<file path="src/rtl/dcnt_pkg.sv">
package dcnt_pkg;

   localparam int DIGIT_W    = 4;
   localparam int LAST_DIGIT = 9;

   typedef enum logic [1:0] {
      MODE_HOLD  = 2'd0,
      MODE_COUNT = 2'd1,
      MODE_LOAD  = 2'd2,
      MODE_CLEAR = 2'd3
   } dcnt_mode_e;

   // Successor of a code while counting; non-decimal codes rejoin 0..9 within two steps.
   function automatic logic [DIGIT_W-1:0] bcd_successor(input logic [DIGIT_W-1:0] cur);
      logic [DIGIT_W-1:0] nxt;
      if (cur == DIGIT_W'(LAST_DIGIT))
         nxt = '0;
      else if (cur < DIGIT_W'(LAST_DIGIT))
         nxt = cur + DIGIT_W'(1);
      else if (!cur[0])
         nxt = cur + DIGIT_W'(1);        // 10->11, 12->13, 14->15
      else begin
         case (cur)
            DIGIT_W'(11): nxt = DIGIT_W'(6);
            DIGIT_W'(13): nxt = DIGIT_W'(4);
            default:      nxt = DIGIT_W'(2); // 15
         endcase
      end
      return nxt;
   endfunction

endpackage

</file>
<file path="src/rtl/dcnt_mode_sel.sv">
module dcnt_mode_sel
   import dcnt_pkg::*;
(
   input  logic       rst_n,
   input  logic       load_n,
   input  logic       en_par,
   input  logic       en_chain,
   output dcnt_mode_e mode
);

   // Strict precedence: clear, preset, count, hold.
   always_comb begin
      if (!rst_n)
         mode = MODE_CLEAR;
      else if (!load_n)
         mode = MODE_LOAD;
      else if (en_par && en_chain)
         mode = MODE_COUNT;
      else
         mode = MODE_HOLD;
   end

endmodule

</file>
<file path="src/rtl/dcnt_next_state.sv">
module dcnt_next_state
   import dcnt_pkg::*;
(
   input  dcnt_mode_e         mode,
   input  logic [DIGIT_W-1:0] cur,
   input  logic [DIGIT_W-1:0] preset,
   output logic [DIGIT_W-1:0] nxt
);

   always_comb begin
      unique case (mode)
         MODE_CLEAR: nxt = '0;
         MODE_LOAD:  nxt = preset;
         MODE_COUNT: nxt = bcd_successor(cur);
         default:    nxt = cur;
      endcase
   end

endmodule

</file>
<file path="src/rtl/dcnt_state_reg.sv">
module dcnt_state_reg #(
   parameter int ASYNC_RESET = 1,
   parameter int W           = 4
) (
   input  logic         clk,
   input  logic         rst_n,
   input  logic [W-1:0] d,
   output logic [W-1:0] q
);

   generate
      if (ASYNC_RESET != 0) begin : g_async
         always_ff @(posedge clk or negedge rst_n) begin
            if (!rst_n)
               q <= '0;
            else
               q <= d;
         end
      end else begin : g_sync
         // Clear arrives through the next-state path.
         always_ff @(posedge clk) begin
            q <= d;
         end
      end
   endgenerate

endmodule

</file>
<file path="src/rtl/dcnt_tc_decode.sv">
module dcnt_tc_decode
   import dcnt_pkg::*;
(
   input  logic [DIGIT_W-1:0] cur,
   input  logic               en_chain,
   output logic               tc
);

   // Only bits 0 and 3 are decoded; 9 is the sole decimal code with both set.
   assign tc = cur[0] & cur[DIGIT_W-1] & en_chain;

endmodule

</file>
<file path="src/rtl/decade_preset_counter.sv">
module decade_preset_counter
   import dcnt_pkg::*;
#(
   parameter int ASYNC_RESET = 1
) (
   input  logic               clk,
   input  logic               rst_n,
   input  logic               load_n,
   input  logic [DIGIT_W-1:0] data_in,
   input  logic               cnt_en_par,
   input  logic               cnt_en_chain,
   output logic [DIGIT_W-1:0] q,
   output logic               tc
);

   generate
      if (ASYNC_RESET != 0 && ASYNC_RESET != 1) begin : g_bad_param
         $error("decade_preset_counter: ASYNC_RESET must be 0 or 1");
      end
      if (DIGIT_W != 4) begin : g_bad_width
         $error("decade_preset_counter: BCD digit must be 4 bits");
      end
   endgenerate

   dcnt_mode_e         mode;
   logic [DIGIT_W-1:0] state_q;
   logic [DIGIT_W-1:0] state_d;

   dcnt_mode_sel u_mode (
      .rst_n    (rst_n),
      .load_n   (load_n),
      .en_par   (cnt_en_par),
      .en_chain (cnt_en_chain),
      .mode     (mode)
   );

   dcnt_next_state u_next (
      .mode   (mode),
      .cur    (state_q),
      .preset (data_in),
      .nxt    (state_d)
   );

   dcnt_state_reg #(
      .ASYNC_RESET (ASYNC_RESET),
      .W           (DIGIT_W)
   ) u_reg (
      .clk   (clk),
      .rst_n (rst_n),
      .d     (state_d),
      .q     (state_q)
   );

   dcnt_tc_decode u_tc (
      .cur      (state_q),
      .en_chain (cnt_en_chain),
      .tc       (tc)
   );

   assign q = state_q;

endmodule

</file>
<file path="config.mk">
export PLATFORM = sky130hd
export DESIGN_NAME = decade_preset_counter
export DESIGN_NICKNAME = d
export VERILOG_FILES = /design/src/rtl/dcnt_pkg.sv /design/src/rtl/dcnt_mode_sel.sv /design/src/rtl/dcnt_next_state.sv /design/src/rtl/dcnt_state_reg.sv /design/src/rtl/dcnt_tc_decode.sv /design/src/rtl/decade_preset_counter.sv
export SDC_FILE = /design/constraint.sdc
export NUM_CORES = 1
export LEC_CHECK = 0
export BUFFER_PORTS_ARGS = -buffer_cell sky130_fd_sc_hd__buf_2
export CAP_MARGIN = 5
export CORE_AREA = 3 3 40 42
export DETAILED_ROUTE_END_ITERATION = 8
export DIE_AREA = 0 0 43 45
export GPL_TIMING_DRIVEN = 1
export PLACE_DENSITY_LB_ADDON = 0.12
export SYNTH_ARGS = -nofsm -noshare
export SYNTH_HDL_FRONTEND = slang
export SYNTH_HIERARCHICAL = 1
export SYNTH_SLANG_ARGS = --single-unit
</file>
<file path="constraint.sdc">
create_clock -name clk -period 1.65 [get_ports clk]
set_input_delay 0.0825 -clock clk [delete_from_list [all_inputs] [get_ports clk]]
set_output_delay 0.0825 -clock clk [all_outputs]
set_load 0.01 [all_outputs]
</file>
==> metrics.yaml <==
drive_gt1_share_pct: 35.2
insertedDiodeCount: 0
slew_headroom_pct: 80.2
rsz0062_at_grt: "no"
p_sw_share_pct: 30.4
fmax_ghz: 0.724
worst_slew_pin_slew_ns: 0.296
synthTopCellsByCount: "dfrtp_1, mux2i_1, nand2_1"
synth-adder-area-share_pct: 11.5
htreeDepth: 1
synthCells: 38
crit_slowest_cell: "dlygate4sd3_1"
synth.largest_area_cell: "dfrtp_1"
max-vdd-ir-drop_v: 0.000509
drv_slew: 0
synth_edf_count: 0
io_buffers: 13
p_per_area_nw_per_um2: 761
ys_ff_latch: 4
switchingPower_mw: 0.103
crit_buf_inv: 3
die_h_um: 45
drtIter0Drc: 4
grt-ovfl-total: 0
regArea_um2: 100
wl_met2_um: 372
post-route-period-util_pct: 83.7
core_um2: 1280
met1_length_um: 399
cap_viol_max_count: 0
synth_flop_cell: "dfrtp_1"
wirelength_um: 868
crit_type: "in -> reg"
fin_crit_ns: 1.38
viasPerCell: 5.16
remaining_drc_errors: 0
top_regs: "u_reg/q x4"
total_leakage_power_nw: 0.242
place_hpwl_um: 658
ys_top_cells_by_area: "dfrtp_1, mux2i_1, ha_1"
synthXorXnorAreaFrac_pct: 0
setup_violations: 0
detail-route-antenna-nets: 0
end_kind: "flip-flop"
path_delay_family: "buffers and inverters"
synth_nets: 50
antenna_found_initial: 0
synth_top_family_by_area: "compound AO/OA/AOI/OAI gates"
met3_length_um: 83
crit_chain: "dlygate4sd3_1, buf_2, nand2_1, nor2b_1, o21ai_1, buf_4, o22ai_1"
max_stage_delay_ns: 0.52
finalHoldViolCount: 0
via_count: 356
synth-compound-area-share_pct: 23.3
grt_usage_pct: 10.0
fp-row-count: 13
hold_path.class: "in -> reg"
yosysUniqueCellTypes: 19
syn_to_final_growth_pct: 35.5
boundaryPins: 14
worstPathRequired_ns: 1.80
detail_route.wl_per_cell_um: 12.6
synth_mux_area_share_pct: 12.2
power.share.sequential_pct: 36.7
numCtsBuffers: 3
globalplace.congestion: 0.812
grt_start_max_net_pins: 11
setup_tns_ns: 0
postSynth.asyncResetShare_pct: 100
die-area_um2: 1940
drtPass1Iterations: 4
clkLatencyLatePin_ns: 0.23
intPower_mw: 0.235
grt_pass1_wl_mm: 1.43
fp.dieW_um: 43
clk_pin_slew_ns: 0.03
synth_seq_area_share_pct: 30.5
synth_area_um2: 328
fillers: 135
cts_tree: "yes"
largest-register: "u_reg/q"
cts.sinks: 4
outcome: "complete, no violations"
ctsLongestPathBuffers: 2
crit_arrival_ns: 1.53
grt_pass1_vias: 361
final_nets: 68
multi_input_area_um2: 205
synth_warnings: 6
post_cts_buffers: 0
initial_core_util_pct: 25.5
clkPwrFrac_pct: 34.8
synth.top_cell.area_share_pct: 30.5
skew_ns: 0.000505
synthSimpleGateAreaFrac_pct: 15.6
setup.worst_path.start_class: "primary input"
avgSynthCellArea_um2: 8.63
highest_layer: "met4"
critPathMaxFanout: 6
p_comb_share_pct: 28.4
largest_reg_flops: 4
cts_root_buffer: "clkbuf_4"
holdWs_ns: 0.146
power groups by stage:
stage / Combinational, mW / Clock [mW] / Sequential, mW
2_1_floorplan: 0.0594 / 0 / 0.123
3_3_place_gp: 0.0922 / 0 / 0.125
3_5_place_dp: 0.0931 / 0 / 0.126
4_1_cts: 0.0961 / 0.123 / 0.124
5_1_grt: 0.107 / 0.129 / 0.126
6_report: 0.0961 / 0.118 / 0.124
cell usage in the layout, fill, tap and decap left out:
master / netlist / layout
dlygate4sd3_1: 0 / 1
ha_1: 3 / 3
dfrtp_1: 4 / 4
o21ai_0: 1 / 1
o21ai_1: 1 / 1
a31oi_1: 2 / 2
inv_1: 2 / 2
nand2b_1: 1 / 1
a41o_1: 1 / 1
a21oi_1: 2 / 2
nand2_1: 4 / 4
nand3_1: 2 / 2
buf_2: 3 / 13
o22ai_2: 1 / 1
nor2b_1: 1 / 1
buf_4: 0 / 2
a211o_1: 1 / 1
o22ai_1: 2 / 2
clkbuf_4: 0 / 3
and3_1: 1 / 1
mux2i_1: 4 / 4
nor2_1: 2 / 2
what timing repair did:
action	4_1_cts	5_1_grt
setup endpoints to repair	0	0
endpoints found under the hold margin	4	0
resized for setup	0	0
hold buffers	1	0
logic make-up (layout without fill, tap and decap cells):
family | count (synthesis) | after routing
muxes | 4 | 4
adders and majority gates | 3 | 3
and+or+nand+nor | 11 | 11
AOI/OAI and AO/OA | 11 | 11
buffers and inverters | 5 | 21
DFF | 4 | 4
area by class of cell:
type / count / area share [%]
flip-flops and latches: 4 / 22.5
repair buffers: 16 / 20.3
well taps: 15 / 4.23
inverters: 2 / 1.69
clock buffers: 3 / 5.07
multi-input cells: 29 / 46.2
worst register-to-register path: stages (launching register included):
cell and delay [ns]:
dfrtp_1 0.41, inv_1 0.09, ha_1 0.21, nand2_1 0.07, o21ai_1 0.22, buf_4 0.17
o22ai_2 0.08
final timing paths:
check                      slack [ns]          to  depth (start not counted)        from
setup / recovery                 0.27  u_reg/q[0]                          7       rst_n
hold / removal                   0.15  u_reg/q[3]                          3  data_in[3]
setup reg to reg                 0.27  u_reg/q[1]                          6  u_reg/q[1]
hold reg to reg                  0.66  u_reg/q[1]                          2  u_reg/q[1]
max in group asynchronous        1.31  u_reg/q[0]                          2       rst_n
min in group asynchronous        0.20  u_reg/q[2]                          2       rst_n
routing by layer:
metal  GRT usage, %  vias up
met2           15.6       17
met3           4.38        2
met5              0        -
li1               -      169
met1           11.7      168
met4           5.42        0
through the flow:
step | worst slack [ns] | power, mW | util (%) | area (µm²) | std cells
after floorplan | 0.249 | 0.182 | - | 328 | 38
after global placement | 0.367 | 0.217 | 32.0 | 412 | 65
after detailed placement | 0.350 | 0.219 | 32.0 | 412 | 65
after CTS | 0.278 | 0.343 | 34.6 | 444 | 69
after global routing | 0.149 | 0.361 | 34.6 | 444 | 69
final | 0.269 | 0.338 | 34.6 | 444 | 69
(Power assumes the default switching activity.)
